### src/rtl/fsr_pkg.sv
package fsr_pkg;
    localparam int STAT_W = 32;

    localparam logic [STAT_W-1:0] ST_ERR      = 32'h8000_0000;
    localparam logic [STAT_W-1:0] ST_LATE     = 32'h4000_0000;
    localparam logic [STAT_W-1:0] ST_RSVD     = 32'h0080_0000;
    localparam logic [STAT_W-1:0] ST_MULTI    = 32'h0008_0000;
    localparam logic [STAT_W-1:0] ST_RD       = 32'h0004_0000;
    localparam logic [STAT_W-1:0] ST_ADDR_OK  = 32'h0002_0000;
    localparam logic [STAT_W-1:0] ST_KEEP     = 32'hFF0F_FFFF;
    localparam int                ERR_BIT     = 31;

    typedef enum logic {
        IRQ_QUIET = 1'b0,
        IRQ_ALERT = 1'b1
    } irq_state_e;
endpackage

### src/rtl/fsr_irq_fsm.sv
module fsr_irq_fsm
    import fsr_pkg::*;
(
    input  logic clk,
    input  logic rst_n,
    input  logic fault,
    input  logic access,
    output logic irq
);
    irq_state_e state_q, state_d;

    always_ff @(posedge clk or negedge rst_n) begin
        if (!rst_n) state_q <= IRQ_QUIET;
        else        state_q <= state_d;
    end

    always_comb begin
        state_d = state_q;
        unique case (state_q)
            IRQ_QUIET: if (fault)       state_d = IRQ_ALERT;
            IRQ_ALERT: if (!fault && access) state_d = IRQ_QUIET;
            default:                    state_d = IRQ_QUIET;
        endcase
    end

    always_comb begin
        irq = (state_q == IRQ_ALERT);
    end
endmodule

### src/rtl/fsr_stat_reg.sv
module fsr_stat_reg
    import fsr_pkg::*;
(
    input  logic              clk,
    input  logic              rst_n,
    input  logic              fault,
    input  logic              fault_read,
    input  logic              wr,
    input  logic [STAT_W-1:0] wdata,
    output logic [STAT_W-1:0] stat,
    output logic              first_fault
);
    logic [STAT_W-1:0] stat_q, stat_d;

    assign first_fault = fault && !stat_q[ERR_BIT];

    always_comb begin
        stat_d = stat_q;
        if (fault) begin
            if (stat_q[ERR_BIT])
                stat_d = stat_q | ST_MULTI;
            else
                stat_d = ST_ERR | ST_LATE | ST_RSVD | ST_ADDR_OK
                       | (fault_read ? ST_RD : '0);
        end else if (wr) begin
            stat_d = (wdata & ST_KEEP) | ST_RSVD;
        end
    end

    always_ff @(posedge clk or negedge rst_n) begin
        if (!rst_n) stat_q <= ST_RSVD;
        else        stat_q <= stat_d;
    end

    assign stat = stat_q;
endmodule

### src/rtl/fsr_addr_reg.sv
module fsr_addr_reg #(
    parameter int ADDR_W     = 32,
    parameter int PAGE_SHIFT = 12
) (
    input  logic              clk,
    input  logic              rst_n,
    input  logic              load_fault,
    input  logic              fault,
    input  logic [ADDR_W-1:0] fault_addr,
    input  logic              wr,
    input  logic [ADDR_W-1:0] wdata,
    output logic [ADDR_W-1:0] addr
);
    localparam logic [ADDR_W-1:0] PAGE_MASK = ~((ADDR_W'(1) << PAGE_SHIFT) - ADDR_W'(1));

    logic [ADDR_W-1:0] addr_q;

    always_ff @(posedge clk or negedge rst_n) begin
        if (!rst_n)            addr_q <= '0;
        else if (load_fault)   addr_q <= fault_addr & PAGE_MASK;
        else if (wr && !fault) addr_q <= wdata;
    end

    assign addr = addr_q;
endmodule

### src/rtl/fault_status_reporter.sv
module fault_status_reporter
    import fsr_pkg::*;
#(
    parameter int ADDR_W     = 32,
    parameter int DATA_W     = 32,
    parameter int PAGE_SHIFT = 12
) (
    input  logic              clk,
    input  logic              rst_n,
    input  logic              flt_valid,
    input  logic              flt_read,
    input  logic [ADDR_W-1:0] flt_addr,
    input  logic              sw_stat_wr,
    input  logic              sw_stat_rd,
    input  logic              sw_addr_wr,
    input  logic              sw_addr_rd,
    input  logic [DATA_W-1:0] sw_wdata,
    output logic [DATA_W-1:0] stat_value,
    output logic [ADDR_W-1:0] addr_value,
    output logic              irq
);
    logic any_access;
    logic first_fault;
    logic [STAT_W-1:0] stat_w;

    assign any_access = sw_stat_wr | sw_stat_rd | sw_addr_wr | sw_addr_rd;

    fsr_irq_fsm u_fsm (
        .clk    (clk),
        .rst_n  (rst_n),
        .fault  (flt_valid),
        .access (any_access),
        .irq    (irq)
    );

    fsr_stat_reg u_stat (
        .clk         (clk),
        .rst_n       (rst_n),
        .fault       (flt_valid),
        .fault_read  (flt_read),
        .wr          (sw_stat_wr),
        .wdata       (STAT_W'(sw_wdata)),
        .stat        (stat_w),
        .first_fault (first_fault)
    );

    fsr_addr_reg #(
        .ADDR_W     (ADDR_W),
        .PAGE_SHIFT (PAGE_SHIFT)
    ) u_addr (
        .clk        (clk),
        .rst_n      (rst_n),
        .load_fault (first_fault),
        .fault      (flt_valid),
        .fault_addr (flt_addr),
        .wr         (sw_addr_wr),
        .wdata      (ADDR_W'(sw_wdata)),
        .addr       (addr_value)
    );

    assign stat_value = DATA_W'(stat_w);
endmodule

### config.mk
export PLATFORM = sky130hd
export DESIGN_NAME = fault_status_reporter
export DESIGN_NICKNAME = d
export VERILOG_FILES = /design/src/rtl/fsr_pkg.sv /design/src/rtl/fsr_irq_fsm.sv /design/src/rtl/fsr_stat_reg.sv /design/src/rtl/fsr_addr_reg.sv /design/src/rtl/fault_status_reporter.sv
export SDC_FILE = /design/constraint.sdc
export NUM_CORES = 1
export LEC_CHECK = 0
export BUFFER_PORTS_ARGS = -buffer_cell sky130_fd_sc_hd__buf_2
export CORE_AREA = 2 2 91 93
export DETAILED_ROUTE_END_ITERATION = 8
export DIE_AREA = 0 0 93 95
export PLACE_DENSITY = 0.76
export SLEW_MARGIN = 20
export SYNTH_ARGS = -nofsm -noshare
export SYNTH_HDL_FRONTEND = slang
export SYNTH_SLANG_ARGS = --single-unit
### constraint.sdc
create_clock -name clk -period 1.3 [get_ports clk]
set_clock_uncertainty 0.1 [all_clocks]
set_input_delay 0.13 -clock clk [delete_from_list [all_inputs] [get_ports clk]]
set_output_delay 0.13 -clock clk [all_outputs]
set_load 0.02 [all_outputs]
==> results of run 1 <==
-- power groups by stage --
stage                     Sequential [mW]  Clock (mW)  Combinational, mW
final                                2.46        1.71               1.69
after global routing                 2.51        1.84               1.83
after CTS                            2.46        1.77               1.70
after detailed placement             2.49           0               1.61
after global placement               2.47           0               1.57
after floorplan                      2.82           0              0.713
-- sequential cells by signal, indices dropped and copies added, names as in the netlist --
name,flops
u_addr.addr,32
u_stat.stat,29
u_fsm.irq,1
-- area by class of cell --
class                   instances  share of cell area, %
repair buffers                166                   24.0
clock buffers                  12                   3.36
clock inverters                 4                  0.977
inverters                       1                 0.0814
well taps                     105                   2.85
flip-flops and latches         62                   33.7
multi-input cells             151                   35.0
-- worst register-to-register path, stage by stage (launching register included) --
cell and delay (ns):
sky130_fd_sc_hd__dfrtp_2 0.45, sky130_fd_sc_hd__buf_6 0.13, sky130_fd_sc_hd__buf_6 0.13, sky130_fd_sc_hd__mux2i_2 0.19, sky130_fd_sc_hd__mux2i_1 0.11
-- layout by cell type (no fill, tap or decap), types with 3 or more instances in the layout --
cell type / count
sky130_fd_sc_hd__buf_12: 6
sky130_fd_sc_hd__buf_2: 119
sky130_fd_sc_hd__buf_4: 10
sky130_fd_sc_hd__clkbuf_8: 11
sky130_fd_sc_hd__clkinv_2: 3
sky130_fd_sc_hd__conb_1: 3
sky130_fd_sc_hd__dfrtp_1: 60
sky130_fd_sc_hd__dlygate4sd3_1: 28
sky130_fd_sc_hd__mux2i_1: 101
sky130_fd_sc_hd__o2bb2ai_1: 5
sky130_fd_sc_hd__o2bb2ai_2: 30
-- cell usage after synthesis --
library cell | n | area (sq um)
sky130_fd_sc_hd__nor2b_1 | 1 | 6.26
sky130_fd_sc_hd__mux2i_1 | 102 | 1020
sky130_fd_sc_hd__buf_12 | 3 | 60.1
sky130_fd_sc_hd__buf_6 | 8 | 90.1
sky130_fd_sc_hd__buf_4 | 8 | 60.1
sky130_fd_sc_hd__a21o_1 | 1 | 7.51
sky130_fd_sc_hd__o2bb2ai_1 | 5 | 43.8
sky130_fd_sc_hd__dfrtp_1 | 61 | 1530
sky130_fd_sc_hd__a211o_1 | 1 | 8.76
sky130_fd_sc_hd__a2bb2oi_1 | 2 | 17.5
sky130_fd_sc_hd__a21oi_1 | 1 | 5.00
sky130_fd_sc_hd__buf_2 | 6 | 30.0
sky130_fd_sc_hd__o2bb2ai_2 | 30 | 450
sky130_fd_sc_hd__nand2_1 | 2 | 7.51
sky130_fd_sc_hd__dfstp_2 | 1 | 26.3
sky130_fd_sc_hd__nor4_2 | 1 | 12.5
sky130_fd_sc_hd__inv_1 | 1 | 3.75
sky130_fd_sc_hd__conb_1 | 1 | 3.75
sky130_fd_sc_hd__and2_4 | 1 | 8.76
-- metal layers --
| metal | global-route usage [%] | vias to the layer above | share of wire (%) |
|---|---|---|---|
| met5 | 0 | - | 0 |
| met2 | 32.9 | 77 | 51 |
| met4 | 11.2 | 0 | 3.2 |
| li1 | - | 1190 | - |
| met1 | 24.2 | 1250 | 42 |
| met3 | 3.43 | 23 | 3.7 |
-- worst paths after layout --
| path | end | cells after the start | slack (ns) | startpoint |
|---|---|---|---|---|
| hold reg to reg | u_fsm.irq$_DFF_PN0_ | 1 | 0.38 | u_fsm.irq$_DFF_PN0_ |
| max in group asynchronous | u_stat.stat[23]$_DFFE_PN1P_ | 3 | 0.45 | rst_n |
| min in group asynchronous | u_stat.stat[28]$_DFFE_PN0P_ | 2 | 0.14 | rst_n |
| setup / recovery | stat_value[31] | 2 | 0.04 | u_stat.stat[31]$_DFFE_PN0P_ |
| hold / removal | u_addr.addr[27]$_DFFE_PN0P_ | 3 | 0.007 | sw_wdata[27] |
| setup reg to reg | u_addr.addr[17]$_DFFE_PN0P_ | 4 | 0.05 | u_stat.stat[31]$_DFFE_PN0P_ |
-- what timing repair did --
item                                   4_1_cts  5_1_grt
setup endpoints to repair                    2        6
pin swaps                                    1        0
buffers inserted                             4        1
gates resized for setup                      6        4
hold buffers                                28        0
endpoints found under the hold margin       83        0
gates cloned                                 1        0
-- kinds of logic after synthesis --
group,Yosys count
mux,102
flops,62
compound gates,40
buf+inv,26
simple gates,5
other cells,1
-- metrics by stage --
stage                     utilization (%)  hold slack [ns]  TNS (ns)
final                                58.2          0.00749         0
after global routing                 58.2           0.0110   -0.0150
after CTS                            57.9        0.0000225  -0.00175
after detailed placement             51.1          -0.0345  -0.00674
after global placement               51.1          -0.0319         0
after floorplan                         -           -0.266    -0.394
==> out/metrics.yaml, run 1 <==
status:
  outcome: "complete, no violations"
grt:
  grtUsageTotal_pct: 19.7
  largest_net_degree_at_the_start_of_global_routing: 33
  grt_pass1_wl_um: 13400
  globalRouteOverflowTotal: 0
  number_of_global_route_vias_before_repair: 2703
  antenna_found_initial: 0
yosys:
  synth-xor-area-share_pct: 0
  synth_top_family_by_area: "multiplexers"
  muxShareOfSynthArea_pct: 30.1
  synth.yosys.seq_area_share_pct: 45.8
  synth-simple-area-share_pct: 1.03
  synthAdderAreaFrac_pct: 0
  synth-seq-cells: 62
  syn-mean-instance-area_sq_um: 14.4
  syn-cell-area_sq_um: 3390
  synth-compound-area-share_pct: 15.7
  synth.yosys.warnings: 0
  synthCells: 236
  synth.lib_cells_used.distinct: 19
critical_path:
  worstPathMaxFanout: 4
  crit_required_ns: 1.07
  critical_path.cell_chain: "buf_12 > buf_8"
  slowest_cell_on_the_critical_path: "sky130_fd_sc_hd__dfrtp_2"
  timing.critical_path.arrival_ns: 1.03
  critPathBufInv: 2
  start_kind: "flip-flop"
  worst_path_largest_cell_delay_ns: 0.45
  crit_type: "reg -> out"
  critical-path-top-delay-family: "flip-flops"
  end_kind: "primary output"
worst_hold_path:
  hold_path.class: "in -> reg"
floorplan:
  die_area_sq_um: 8840
  placement_rows: 33
  die_height_um: 95
  io-pin-count: 137
  floorplan.initialDensity_pct: 42.8
  chipWidth_um: 93
  placeableCoreArea_sq_um: 7930
clocking:
  clock_sinks: 62
  cts.htree.levels: 3
  worst_setup_hold_path_clk_slew_ns: 0.07
  cts_buffers: 9
  cts_tree: "yes"
  clk-insertion-delay-late_ns: 0.32
  cts_buffer_depth: 2
  cts_root_buf: "sky130_fd_sc_hd__clkbuf_8"
placement:
  gp_congestion: 0.781
  post-dp-hpwl_um: 5510
  placed_cells: 451
  post_dp_cell_area_sq_um: 4050
  post_place_setup_slack_ns: -0.00438
  buffer_ports.inserted: 121
drt:
  wirelength_um: 8340
  detailroute.via_count: 2540
  detail_route.iter0.violations: 97
  route.antenna.remaining_nets: 0
  routedWlPerCell_um: 16.7
  detail_route.first_pass.iterations: 4
  drt-vias-per-instance: 5.07
  drc: 0
cells_and_area:
  final_layout_size_suffix_gt1_share_pct: 47.7
  layout.nets: 463
  number_of_standard_cells_in_the_layout_taps_in_and_fillers_out: 501
  final_design_area_no_fill_sq_um: 4610
  layout.filler_cells: 687
  multi_input_area_sq_um: 1610
  area_growth_pct: 36.0
  antenna_cells: 0
  seq_area_sq_um: 1550
power:
  leakage_nw: 2.40
  seq_power_share_pct: 42.0
  comb_power_share_pct: 28.9
  cellPowerDensity_nw_per_um2: 1270
  p_int_mw: 3.94
  max-vdd-ir-drop_mv: 0.624
  power.share.switching_pct: 32.8
  totalPowerFinal_mw: 5.87
  clockPowerShare_pct: 29.2
  switching_power_mw: 1.92
run:
  max_cap_violations: 0
timing:
  worst_slack_ns: 0.0381
  final-max-slew-violation-count: 0
  slew_headroom_pct: 65.5
  final.period_utilization_pct: 97.1
  setup-violations-final: 0
  max_slew.worst_pin.slew_ns: 0.517
  period_needed_ns: 1.26
  rsz0062_at_grt: "true"
  fmax_mhz: 792
  hold_violations: 0
Note: power is estimated with default switching activity, not from simulation.
==> inputs of run 2 (changes only) <==
--- a/config.mk
+++ b/config.mk
@@ -9,8 +9,10 @@
 export CORE_AREA = 2 2 91 93
 export DETAILED_ROUTE_END_ITERATION = 8
 export DIE_AREA = 0 0 93 95
+export HOLD_SLACK_MARGIN = 0.1
 export PLACE_DENSITY = 0.76
 export SLEW_MARGIN = 20
 export SYNTH_ARGS = -nofsm -noshare
 export SYNTH_HDL_FRONTEND = slang
 export SYNTH_SLANG_ARGS = --single-unit
+export TNS_END_PERCENT = 50
==> run 2 against run 1 <==
Global-route usage is 0.47 points higher. Register-to-register slack worse by 0.05 ns. Sequential share of layout area is 2.0 points lower. Final area is 6.5% higher. Fmax is 2.6% lower. Largest power group unchanged.
==> out/metrics.yaml, run 2 (same netlist as run 1, synthesis figures left out) <==
status:
  outcome: "complete, no violations"
power:
  max-vdd-ir-drop_mv: 0.781
  clockPowerShare_pct: 28.7
  leakage_nw: 2.52
  seq_power_share_pct: 41.4
  power.share.switching_pct: 32.9
  totalPowerFinal_mw: 5.97
  switching_power_mw: 1.96
  p_int_mw: 4.01
  comb_power_share_pct: 30.0
  cellPowerDensity_nw_per_um2: 1220
placement:
  gp_congestion: 0.781
  post-dp-hpwl_um: 5510
  post_place_setup_slack_ns: -0.00438
  buffer_ports.inserted: 121
  post_dp_cell_area_sq_um: 4050
critical_path:
  timing.reg2reg.setup_slack_ns: 0.004
  worstPathMaxFanout: 4
  reg2reg_depth: 4
  r2r_start: "u_stat.stat[31]$_DFFE_PN0P_"
  worst_r2r_endpoint: "u_addr.addr[17]$_DFFE_PN0P_"
  crit_required_ns: 1.39
  crit_type: "reg -> reg"
  timing.critical_path.arrival_ns: 1.38
  start_kind: "flip-flop"
  crit_path_start: "u_stat.stat[31]$_DFFE_PN0P_"
  end_kind: "flip-flop"
  cp-endpoint: "u_addr.addr[17]$_DFFE_PN0P_"
cells_and_area:
  final_util_pct: 61.9
  layout.nets: 491
  mostFrequentLayoutCells: "sky130_fd_sc_hd__buf_2, sky130_fd_sc_hd__mux2i_1, sky130_fd_sc_hd__dfrtp_1"
  layout.filler_cells: 648
  antenna_cells: 0
  area_growth_pct: 44.8
  seq_area_sq_um: 1550
  final_layout_size_suffix_gt1_share_pct: 44.6
  final_design_area_no_fill_sq_um: 4910
  layout.cells.most_common: "sky130_fd_sc_hd__buf_2"
  multi_input_area_sq_um: 1620
  flip_flop_count_of_the_largest_register_all_copies_and_words_added: 32
timing:
  fmax_mhz: 771
  worst_slack_ns: 0.00382
  slew_headroom_pct: 65.8
  final-max-slew-violation-count: 0
  period_needed_ns: 1.30
  hold_violations: 0
  max_slew.worst_pin.slew_ns: 0.512
  setup-violations-final: 0
  rsz0062_at_grt: "true"
  final.period_utilization_pct: 99.7
clocking:
  worst_setup_hold_path_clk_slew_ns: 0.07
  clk-insertion-delay-late_ns: 0.32
  cts_buffer_depth: 2
  cts.htree.levels: 3
  cts_buffers: 9
  cts_root_buf: "sky130_fd_sc_hd__clkbuf_8"
  cts_tree: "yes"
  clock_sinks: 62
floorplan:
  floorplan.initialDensity_pct: 42.8
  io-pin-count: 137
  die_height_um: 95
  placement_rows: 33
  chipWidth_um: 93
  die_area_sq_um: 8840
  placeableCoreArea_sq_um: 7930
grt:
  grt_pass1_wl_um: 13700
  gr-max-usage-layer: "met2"
  grt_util_met1_pct: 23.7
  antenna_found_initial: 0
  globalRouteOverflowTotal: 0
  grtUsageTotal_pct: 20.2
  number_of_global_route_vias_before_repair: 2822
  global_route_met3_usage_pct: 3.19
  grt_util_met2_pct: 35.6
  largest_net_degree_at_the_start_of_global_routing: 36
drt:
  detailroute.via_count: 2683
  detail_route.iter0.violations: 78
  routedWlPerCell_um: 17.1
  drc: 0
  wirelength_um: 9020
  detail_route.first_pass.iterations: 4
  route.antenna.remaining_nets: 0
  drt-vias-per-instance: 5.07
run:
  max_cap_violations: 0
worst_hold_path:
  hold_path.class: "in -> async"
run 2: cell count changes in the layout (fill, tap and decap cells not counted), sizes merged:
| cell | change |
|---|---|
| dlygate4sd3 | +29 |
| buf | -1 |
run 2: area by class of cell:
type / count / area share, %
clock buffer: 12 / 3.16
clock inverter: 4 / 0.918
inverter: 1 / 0.0765
multi-input combinational: 151 / 32.9
sequential: 62 / 31.7
tap: 105 / 2.68
timing repair buffer: 194 / 28.6
run 2: repair_timing:
| item | 4_1_cts | 5_1_grt |
|---|---|---|
| buffers inserted | 4 | 0 |
| resized for setup | 4 | 10 |
| hold buffers | 57 | 0 |
| pin swaps | 0 | 1 |
| setup endpoints to repair | 2 | 45 |
| endpoints found under the hold margin | 123 | 0 |
| cloned | 0 | 1 |
run 2: critical path: stages (launching register included):
cell,delay [ns]
sky130_fd_sc_hd__dfrtp_2,0.45
sky130_fd_sc_hd__buf_4,0.16
sky130_fd_sc_hd__buf_6,0.13
sky130_fd_sc_hd__mux2i_2,0.21
sky130_fd_sc_hd__mux2i_1,0.12
run 2: metal layers:
metal / wire, um / share of wire, %
met5: 0 / 0
met3: 300 / 3.3
met4: 270 / 3.0
met2: 4700 / 52
met1: 3750 / 42
run 2: metrics by stage:
stage                TNS, ns  std cells  hold WS (ns)
floorplan             -0.394        238        -0.266
global placement           0        451       -0.0319
detailed placement  -0.00674        451       -0.0345
CTS                   -0.102        528         0.155
global route          -0.104        529         0.161
finish                     0        529         0.142
run 2: worst min path at each step:
stage                     start                           to  slack (ns)  depth (start not counted)
after floorplan           rst_n   u_addr.addr[0]$_DFFE_PN0P_       -0.27                          0
after global placement    rst_n  u_stat.stat[29]$_DFFE_PN0P_       -0.03                          1
after detailed placement  rst_n  u_addr.addr[29]$_DFFE_PN0P_       -0.03                          1
after CTS                 rst_n  u_stat.stat[28]$_DFFE_PN0P_        0.16                          2
after global routing      rst_n  u_addr.addr[29]$_DFFE_PN0P_        0.16                          2
final                     rst_n  u_addr.addr[29]$_DFFE_PN0P_        0.14                          2
run 2: power by group through the flow:
| stage | clock [mW] | sequential, mW | combinational [mW] |
|---|---|---|---|
| after global placement | 0 | 2.47 | 1.57 |
| after global routing | 1.83 | 2.51 | 1.91 |
| after CTS | 1.77 | 2.46 | 1.76 |
| final | 1.71 | 2.47 | 1.79 |
| after floorplan | 0 | 2.82 | 0.713 |
| after detailed placement | 0 | 2.49 | 1.61 |
